--- src/rtl/ptf_pkg.sv ---
package ptf_pkg;

  typedef enum logic [2:0] {
    ST_IDLE = 3'd0,
    ST_PRE  = 3'd1,
    ST_SYNC = 3'd2,
    ST_TRL  = 3'd3,
    ST_PAY  = 3'd4,
    ST_CRC  = 3'd5
  } ptf_state_e;

  // Sync field length in bits from the select code.
  function automatic logic [6:0] sync_bits(input logic [1:0] sel);
    case (sel)
      2'd0:    sync_bits = 7'd32;
      2'd1:    sync_bits = 7'd48;
      default: sync_bits = 7'd64;
    endcase
  endfunction

  // Trailer length: code plus one, never below four.
  function automatic logic [4:0] trl_bits(input logic [3:0] code);
    if (code < 4'd3) trl_bits = 5'd4;
    else             trl_bits = {1'b0, code} + 5'd1;
  endfunction

  // One serial step of the 0x1021 CRC.
  function automatic logic [15:0] crc_step(input logic [15:0] c, input logic b);
    logic fb;
    fb = c[15] ^ b;
    crc_step = {c[14:0], 1'b0} ^ (fb ? 16'h1021 : 16'h0000);
  endfunction

endpackage

--- src/rtl/ptf_fifo.sv ---
module ptf_fifo #(
  parameter int DEPTH = 16,
  parameter int AW    = $clog2(DEPTH)
) (
  input  logic          clk,
  input  logic          rst_n,
  input  logic          wr_clr,
  input  logic          wr_en,
  input  logic [7:0]    wr_data,
  input  logic          rd_zero,
  input  logic          rd_adv,
  output logic [7:0]    rd_data,
  output logic [AW-1:0] wr_ptr,
  output logic [AW-1:0] rd_ptr
);

  logic [7:0] mem [DEPTH];

  always_ff @(posedge clk) begin
    if (wr_en && !wr_clr) mem[wr_ptr] <= wr_data;
  end

  always_ff @(posedge clk or negedge rst_n) begin
    if (!rst_n)      wr_ptr <= '0;
    else if (wr_clr) wr_ptr <= '0;
    else if (wr_en)  wr_ptr <= wr_ptr + 1'b1;
  end

  always_ff @(posedge clk or negedge rst_n) begin
    if (!rst_n)       rd_ptr <= '0;
    else if (rd_zero) rd_ptr <= '0;
    else if (rd_adv)  rd_ptr <= rd_ptr + 1'b1;
  end

  assign rd_data = mem[rd_ptr];

endmodule

--- src/rtl/ptf_crc16.sv ---
module ptf_crc16 (
  input  logic        clk,
  input  logic        rst_n,
  input  logic        init,
  input  logic        en,
  input  logic        din,
  output logic [15:0] crc
);
  import ptf_pkg::*;

  always_ff @(posedge clk or negedge rst_n) begin
    if (!rst_n)    crc <= 16'hFFFF;
    else if (init) crc <= 16'hFFFF;
    else if (en)   crc <= crc_step(crc, din);
  end

endmodule

--- src/rtl/ptf_seq.sv ---
module ptf_seq #(
  parameter int LEN_W = 8,
  parameter int CNT_W = LEN_W + 3
) (
  input  logic                 clk,
  input  logic                 rst_n,
  input  logic                 start,
  input  logic [2:0]           cfg_pre_bytes,
  input  logic [1:0]           cfg_sync_sel,
  input  logic [63:0]          cfg_sync_word,
  input  logic [3:0]           cfg_trl_bits,
  input  logic [LEN_W-1:0]     cfg_pay_len,
  input  logic                 cfg_crc_en,
  input  logic [7:0]           pay_byte,
  input  logic [15:0]          crc_val,
  output logic                 tx_bit,
  output logic                 tx_valid,
  output logic                 done,
  output ptf_pkg::ptf_state_e  state,
  output logic                 frame_go,
  output logic                 sync_done,
  output logic                 byte_done,
  output logic                 pay_active
);
  import ptf_pkg::*;

  logic [2:0]       pre_q;
  logic [1:0]       sel_q;
  logic [63:0]      sw_q;
  logic [3:0]       trl_q;
  logic [LEN_W-1:0] len_q;
  logic             crc_q;
  logic [CNT_W-1:0] cnt;
  logic [CNT_W-1:0] field_len;
  logic [6:0]       slen;
  logic [6:0]       sidx;
  logic             last;
  ptf_state_e       nxt;

  assign frame_go = start && (state == ST_IDLE);
  assign slen     = sync_bits(sel_q);
  assign sidx     = slen - 7'd1 - cnt[6:0];

  always_comb begin
    case (state)
      ST_PRE:  field_len = CNT_W'({pre_q, 3'b000}) + CNT_W'(8);
      ST_SYNC: field_len = CNT_W'(slen);
      ST_TRL:  field_len = CNT_W'(trl_bits(trl_q));
      ST_PAY:  field_len = CNT_W'({len_q, 3'b000});
      ST_CRC:  field_len = CNT_W'(16);
      default: field_len = CNT_W'(1);
    endcase
  end

  assign last = (state != ST_IDLE) && (cnt == field_len - CNT_W'(1));

  // Field order: preamble, sync, trailer, payload, crc.
  always_comb begin
    nxt = state;
    case (state)
      ST_IDLE: if (start) nxt = ST_PRE;
      ST_PRE:  if (last) nxt = ST_SYNC;
      ST_SYNC: if (last) nxt = ST_TRL;
      ST_TRL:  if (last) nxt = (len_q != '0) ? ST_PAY : (crc_q ? ST_CRC : ST_IDLE);
      ST_PAY:  if (last) nxt = crc_q ? ST_CRC : ST_IDLE;
      ST_CRC:  if (last) nxt = ST_IDLE;
      default: nxt = ST_IDLE;
    endcase
  end

  always_ff @(posedge clk or negedge rst_n) begin
    if (!rst_n) begin
      state <= ST_IDLE;
      cnt   <= '0;
      done  <= 1'b0;
    end else begin
      state <= nxt;
      done  <= last && (nxt == ST_IDLE);
      if (last || state == ST_IDLE) cnt <= '0;
      else                          cnt <= cnt + CNT_W'(1);
    end
  end

  always_ff @(posedge clk or negedge rst_n) begin
    if (!rst_n) begin
      pre_q <= '0;
      sel_q <= '0;
      sw_q  <= '0;
      trl_q <= '0;
      len_q <= '0;
      crc_q <= 1'b0;
    end else if (frame_go) begin
      pre_q <= cfg_pre_bytes;
      sel_q <= cfg_sync_sel;
      sw_q  <= cfg_sync_word;
      trl_q <= cfg_trl_bits;
      len_q <= cfg_pay_len;
      crc_q <= cfg_crc_en;
    end
  end

  always_comb begin
    case (state)
      ST_PRE:  tx_bit = sw_q[6'(slen - 7'd1)] ^ cnt[0];
      ST_SYNC: tx_bit = sw_q[sidx[5:0]];
      ST_TRL:  tx_bit = ~sw_q[0] ^ cnt[0];
      ST_PAY:  tx_bit = pay_byte[3'd7 - cnt[2:0]];
      ST_CRC:  tx_bit = crc_val[4'd15 - cnt[3:0]];
      default: tx_bit = 1'b0;
    endcase
  end

  assign tx_valid   = (state != ST_IDLE);
  assign sync_done  = (state == ST_SYNC) && last;
  assign pay_active = (state == ST_PAY);
  assign byte_done  = pay_active && (cnt[2:0] == 3'd7);

endmodule

--- src/rtl/pkt_tx_framer.sv ---
module pkt_tx_framer #(
  parameter int DEPTH = 16,
  parameter int LEN_W = 8
) (
  input  logic             clk,
  input  logic             rst_n,
  input  logic             start,
  input  logic [2:0]       cfg_pre_bytes,
  input  logic [1:0]       cfg_sync_sel,
  input  logic [63:0]      cfg_sync_word,
  input  logic [3:0]       cfg_trl_bits,
  input  logic [LEN_W-1:0] cfg_pay_len,
  input  logic             cfg_crc_en,
  input  logic             wr_clr,
  input  logic             wr_en,
  input  logic [7:0]       wr_data,
  output logic             tx_bit,
  output logic             tx_valid,
  output logic             done
);
  import ptf_pkg::*;

  localparam int AW    = $clog2(DEPTH);
  localparam int CNT_W = LEN_W + 3;

  logic [7:0]    pay_byte;
  logic [15:0]   crc_val;
  logic [AW-1:0] wr_ptr;
  logic [AW-1:0] rd_ptr;
  ptf_state_e    fsm_state;
  logic          frame_go;
  logic          sync_done;
  logic          byte_done;
  logic          pay_active;

  ptf_fifo #(.DEPTH(DEPTH), .AW(AW)) fifo_i (
    .clk     (clk),
    .rst_n   (rst_n),
    .wr_clr  (wr_clr),
    .wr_en   (wr_en),
    .wr_data (wr_data),
    .rd_zero (sync_done),
    .rd_adv  (byte_done),
    .rd_data (pay_byte),
    .wr_ptr  (wr_ptr),
    .rd_ptr  (rd_ptr)
  );

  ptf_crc16 crc_i (
    .clk   (clk),
    .rst_n (rst_n),
    .init  (frame_go),
    .en    (pay_active),
    .din   (tx_bit),
    .crc   (crc_val)
  );

  ptf_seq #(.LEN_W(LEN_W), .CNT_W(CNT_W)) seq_i (
    .clk           (clk),
    .rst_n         (rst_n),
    .start         (start),
    .cfg_pre_bytes (cfg_pre_bytes),
    .cfg_sync_sel  (cfg_sync_sel),
    .cfg_sync_word (cfg_sync_word),
    .cfg_trl_bits  (cfg_trl_bits),
    .cfg_pay_len   (cfg_pay_len),
    .cfg_crc_en    (cfg_crc_en),
    .pay_byte      (pay_byte),
    .crc_val       (crc_val),
    .tx_bit        (tx_bit),
    .tx_valid      (tx_valid),
    .done          (done),
    .state         (fsm_state),
    .frame_go      (frame_go),
    .sync_done     (sync_done),
    .byte_done     (byte_done),
    .pay_active    (pay_active)
  );

endmodule

--- config.mk ---
export PLATFORM = sky130hd
export DESIGN_NAME = pkt_tx_framer
export DESIGN_NICKNAME = d
export VERILOG_FILES = /design/src/rtl/ptf_pkg.sv /design/src/rtl/ptf_fifo.sv /design/src/rtl/ptf_crc16.sv /design/src/rtl/ptf_seq.sv /design/src/rtl/pkt_tx_framer.sv
export SDC_FILE = /design/constraint.sdc
export NUM_CORES = 1
export LEC_CHECK = 0
export BUFFER_PORTS_ARGS = -buffer_cell sky130_fd_sc_hd__buf_2
export CAP_MARGIN = 20
export CORE_UTILIZATION = 55
export DETAILED_ROUTE_END_ITERATION = 6
export PLACE_DENSITY = 0.79
export SETUP_SLACK_MARGIN = 0.5
export SLEW_MARGIN = 30
export SYNTH_ARGS = -nofsm -noshare
export SYNTH_HDL_FRONTEND = slang
export SYNTH_SLANG_ARGS = --single-unit
export TNS_END_PERCENT = 50
--- constraint.sdc ---
create_clock -name clk -period 3.6 [get_ports clk]
set_input_delay 0.72 -clock clk [delete_from_list [all_inputs] [get_ports clk]]
set_output_delay 0.72 -clock clk [all_outputs]
set_load 0.05 [all_outputs]
After elaboration in Yosys (flattened, before gate mapping)
Memories as Yosys holds them, arrays and structs flattened.
Cells that the tools add are included.
{"block": "totals", "reg_bits": 121, "latch_bits": 0, "mem_bits_rw": 128, "romBits": 0, "in_bits": 95, "output_inout_bits": 3, "word_cells": 88, "memories": 1}
{"block": "classes", "add_sub_neg": 10, "mul": 0, "div": 0, "magnitude_cmp": 5, "eq_ne": 8, "shift": 0, "mux": 31, "bitwise_logic": 5, "n_reduce_logical": 16}
{"name": "fifo_i.mem", "depth": 16, "width": 8, "read_ports": 1, "rd_clocked_by_memory_dff": 0, "write_ports": 1, "line_no": "ptf_fifo.sv:17", "source": "logic [7:0] mem [DEPTH];"}
{"operator": "$pmux 11 s5", "n": 1}
{"operator": "$mux 16", "n": 2}
{"operator": "$mux 3", "n": 8}
{"operator": "$pmux 3 s6", "n": 1}
{"operator": "$mux 4", "n": 4}
{"operator": "$xor 16x16->16", "n": 1}
{"operator": "$lt 6x7->1 const B", "n": 2}
{"operator": "$pmux 7 s2", "n": 1}
{"operator": "$mux 13", "n": 1}
{"operator": "$bmux 1 s6", "n": 2}
{"operator": "$add 11x1->11 const B", "n": 1}
{"operator": "$eq 11x11->1", "n": 1}
{"operator": "$mux 11", "n": 1}
{"operator": "$sub 11x1->11 const B", "n": 1}
{"operator": "$eq 3x3->1 const B", "n": 3}
{"operator": "$add 4x1->4 const B", "n": 2}
{"operator": "$reduce_bool 8->1", "n": 1}
{"operator": "$add 6x4->7 const B", "n": 1}
{"operator": "$eq 3x2->1 const B", "n": 2}
{"operator": "$logic_and 1x1->1", "n": 6}
{"operator": "$logic_not 3->1", "n": 2}
{"operator": "$mux 1", "n": 6}
{"operator": "$reduce_bool 2->1", "n": 3}
{"operator": "$sub 6x1->6 const B", "n": 1}
{"operator": "19 further kinds", "n": 21}

Longest topological paths before layout
{"block": "logic_depth", "ltp_word": 12, "ltp_mapped": 16, "ltp_nobuf": 12}

Hierarchy
A second synthesis with hierarchy kept.
{"block": "unflattened", "cells_unflattened": 747, "area_unflattened_um2": 11542.3}
{"module": "ptf_fifo", "instances": 1, "cells_each": 264, "area_per_inst_um2": 5426.5, "seq_area_each_um2": 4043.9}
{"module": "ptf_seq", "instances": 1, "cells_each": 427, "area_per_inst_um2": 5375.2, "seq_area_each_um2": 2427.3}
{"module": "ptf_crc16", "instances": 1, "cells_each": 56, "area_per_inst_um2": 740.7, "seq_area_each_um2": 420.4}

Least setup slack after synthesis
Ideal clock, no wire load.
{"block": "synth_path", "path_kind": "reg-to-output", "startpoint": "register seq_i.cnt[0]", "endpoint": "output port tx_bit", "arrival_time_ps": 2844, "t_required_ps": 2880, "path_slack_ps": 36, "path_stages_with_launch": 10, "n_path_buf": 4, "cell_sequence": "dfrtp_1 -> buf_2 -> buf_4 -> buf_2 -> clkbuf_1 -> and3_1 -> a211oi_1 -> nand4b_1 -> nand4_1 -> o21ai_0"}
{"block": "synth_via", "elab_chain_cells": 4, "elab_cells_between_ends": 12, "classes_between": "add/sub (3); mux (7); bitwise (2)"}
{"item": "from (decl)", "line_no": "ptf_seq.sv:33", "source": "logic [CNT_W-1:0] cnt;"}
{"item": "from (signal assigned)", "line_no": "ptf_seq.sv:80", "source": "else cnt <= cnt + CNT_W'(1);"}
{"item": "$sub 6x6->6, or another cell as far along", "line_no": "ptf_seq.sv:42", "source": "assign sidx = slen - 7'd1 - cnt[6:0];"}
{"item": "$bmux 1 s6, or another cell as far along", "line_no": "ptf_seq.sv:105", "source": "ST_SYNC: tx_bit = sw_q[sidx[5:0]];"}
{"item": "$mux 1, on equally long branches", "line_no": "ptf_seq.sv:105, ptf_seq.sv:107, ptf_seq.sv:108"}
{"item": "$pmux 1 s5 (*)", "line_no": "ptf_seq.sv:103", "source": "case (state)"}
{"item": "to (decl)", "line_no": "pkt_tx_framer.sv:17", "source": "output logic tx_bit,"}
Every way passes the cells marked *; elsewhere a longest branch is shown, timed or not. The select of a mux whose other input is x is not followed.

Final worst setup path
Same ends and word-level chain as after synthesis.

==> metrics.yaml <==
status:
  status: "finished, final reports clean"
critical_path:
  path_class: "reg2out"
  cp.required_ps: 2880
  arrival_ps: 2710
  crit_path_end_kind: "primary output"
  worstPathMaxFanout: 8
  r2r-start: "seq_i.trl_q[0]$_DFFE_PN0P_"
  crit_path_start_kind: "register"
  crit_path_start: "seq_i.cnt[0]$_DFF_PN0_"
  reg2reg_slack_ps: 640
pwr:
  p_clk_share_pct: 44.6
  p_sw_mw: 1.17
  p_sw_share_pct: 20.5
  powerDensity_nw_per_um2: 421
  p_int_mw: 4.54
  seqPwrFrac_pct: 52.9
  power.leakage_nw: 5.37
  combPwrFrac_pct: 2.5
  vdd_drop_max_uv: 505
die:
  core_area_um2: 20600
  rows: 52
  dieArea_um2: 21800
  io_pins: 98
  fp.dieH_um: 148
  die_w_um: 148
  start_util_pct: 56.8
logic_synthesis:
  ys_seq_area_share_pct: 59.0
  synth_top_area_share_pct: 32.9
  ys_top_cells_by_area: "edfxtp_1 (33%), dfrtp_1 (22%), mux2_2 (7.6%)"
  synth_cell_types: 69
  synth_flop_cell: "edfxtp_1"
  synth_fp_nets: 957
  synth.avg_cell_area_um2: 13.7
  yosysMostFrequentCell: "edfxtp_1"
  synth_edf_count: 128
  async_reset_ff_share_pct: 48.6
  syn-cell-area_um2: 11700
  syn_inst: 851
  synth-seq-cells: 249
  synth_area_leader_cell: "edfxtp_1"
  netlist_top_cells_count: "edfxtp_1 (128), dfrtp_1 (105), mux2_2 (79), nand2_1 (61), mux2i_1 (40)"
  ys_warn_count: 0
timing:
  fin_hold_ws_ps: 286
  rsz0062_at_grt: "yes"
  setup_viol: 0
  fin_crit_sh_pct: 95.4
  worstMarginPinSlew_ps: 831
  fmax_ghz: 0.291
  period_needed_ps: 3430
  slew_violations: 0
  slew_headroom_pct: 44.4
  skew_ps: 8.75
  timing_hold_violations_final: 0
  tns_ps: 0
cts:
  cts_tree: "done"
  clk_latency_ps: 540
  root_buffer: "clkbuf_16"
  clockBufferDepth: 3
  cts.sinks: 249
  numCtsBuffers: 25
  cts.htree.levels: 1
  cts.clk_slew.worst_paths_ps: 60
grt:
  antenna_found_initial: 0
  grt_pass1_wl_um: 40600
  grt_max_degree: 63
  track_usage_pct: 24.1
  grt_pass1_vias: 7394
  overflow: 0
hold_path:
  hp-class: "in2async"
routing:
  dr.first_iter.drc_count: 532
  ant_nets: 0
  via_per_inst: 6.04
  num_vias: 7498
  drc: 0
  routedWlPerCell_um: 20.7
  wirelength_um: 25700
  drt-pass1-iter-count: 5
layout:
  nNetsFinal: 1059
  postLayoutCoreUtil_pct: 65.9
  diodes: 0
  area_growth_pct: 16.0
  drive_gt1_share_pct: 34.9
place:
  portBuffers: 97
  hpwl_um: 16800
  place_congestion: 0.909
job:
  maxCapViolations: 0
kinds of logic after synthesis:
group | share of synthesized area (%)
adders and majority gates | 1.18
DFF | 59.0
buffers and inverters | 2.62
muxes | 18.2
and+or+nand+nor | 9.67
xor gates and xnor gates | 2.62
AOI/OAI and AO/OA | 6.67
sequential cells by signal, indices dropped and copies added, names as in the netlist:
name / count
fifo_i.mem: 128
seq_i.trl_q: 4
fifo_i.wr_ptr: 4
seq_i.sw_q: 64
fifo_i.rd_ptr: 4
seq_i.state: 3
seq_i.len_q: 8
seq_i.cnt: 11
seq_i.done: 1
seq_i.sel_q: 2
seq_i.crc_q: 1
seq_i.pre_q: 3
crc_i.crc: 16
worst max-delay path, stage by stage, from the launching register on:
cell	delay, ps
dfrtp_4	530
buf_4	150
mux4_2	490
a22o_1	240
a221oi_2	180
o32a_1	190
and3_4	190
o21ai_2	50
buf_6	150
layout by cell type (no fill, tap or decap), types with 16 or more instances in the layout:
master	n
nor3_1	22
mux2_2	79
buf_4	25
mux4_2	36
nand3_1	24
a21oi_1	27
buf_2	95
o21ai_0	28
mux2i_1	39
edfxtp_1	128
dfstp_2	16
clkbuf_16	25
nand2_1	61
nor2_1	28
dfrtp_1	98
xor2_1	23
cell type report:
type / instances / area [µm²]
multi-input combinational: 533 / 4580
tap: 270 / 338
sequential: 249 / 6900
inverter: 12 / 45.0
clock inverter: 11 / 116
timing repair buffer: 132 / 892
clock buffer: 35 / 683
fill: 1453 / 7010
worst paths after layout:
| check | cells past startpoint | to |
|---|---|---|
| worst max-delay path | 8 | tx_bit |
| worst min-delay path | 1 | seq_i.len_q[0]$_DFFE_PN0P_ |
| worst max register to register | 9 | seq_i.state[0]$_DFF_PN0_ |
| worst min register to register | 2 | crc_i.crc[7]$_DFFE_PN1P_ |
| max in group asynchronous | 2 | seq_i.sw_q[21]$_DFFE_PN0P_ |
| min in group clk | 3 | seq_i.crc_q$_DFFE_PN0P_ |
power groups by stage:
stage	sequential (mW)	combinational (mW)	clock, mW
after floorplan	3.07	0.0298	0
after global routing	3.02	0.159	2.68
after global placement	3.07	0.140	0
after CTS	3.02	0.146	2.59
after detailed placement	3.08	0.144	0
final	3.02	0.143	2.55
layer usage:
layer | up-vias | wire length (µm) | GRT usage [%]
met2 | 269 | 12500 | 39.7
met5 | - | 0 | 0
met4 | 0 | 761 | 7.99
met3 | 53 | 1550 | 3.58
li1 | 3401 | - | -
met1 | 3775 | 10900 | 33.1
stage by stage:
step / cell area, µm² / cells / power, mW / setup WS (ps)
2_1_floorplan: 11700 / 851 / 3.10 / 588
3_3_place_gp: 12500 / 1185 / 3.21 / 438
3_5_place_dp: 12500 / 1185 / 3.22 / 377
4_1_cts: 13500 / 1237 / 5.75 / 211
5_1_grt: 13600 / 1242 / 5.86 / 68.4
6_report: 13600 / 1242 / 5.71 / 166
what timing repair did:
action,in CTS,in global routing
gates cloned,2,0
pin swaps,4,3
endpoints found under the setup margin,12,19
gates resized for setup,29,9
hold buffers,0,0
setup buffers,4,5
Power figures use the tool's default switching activity.
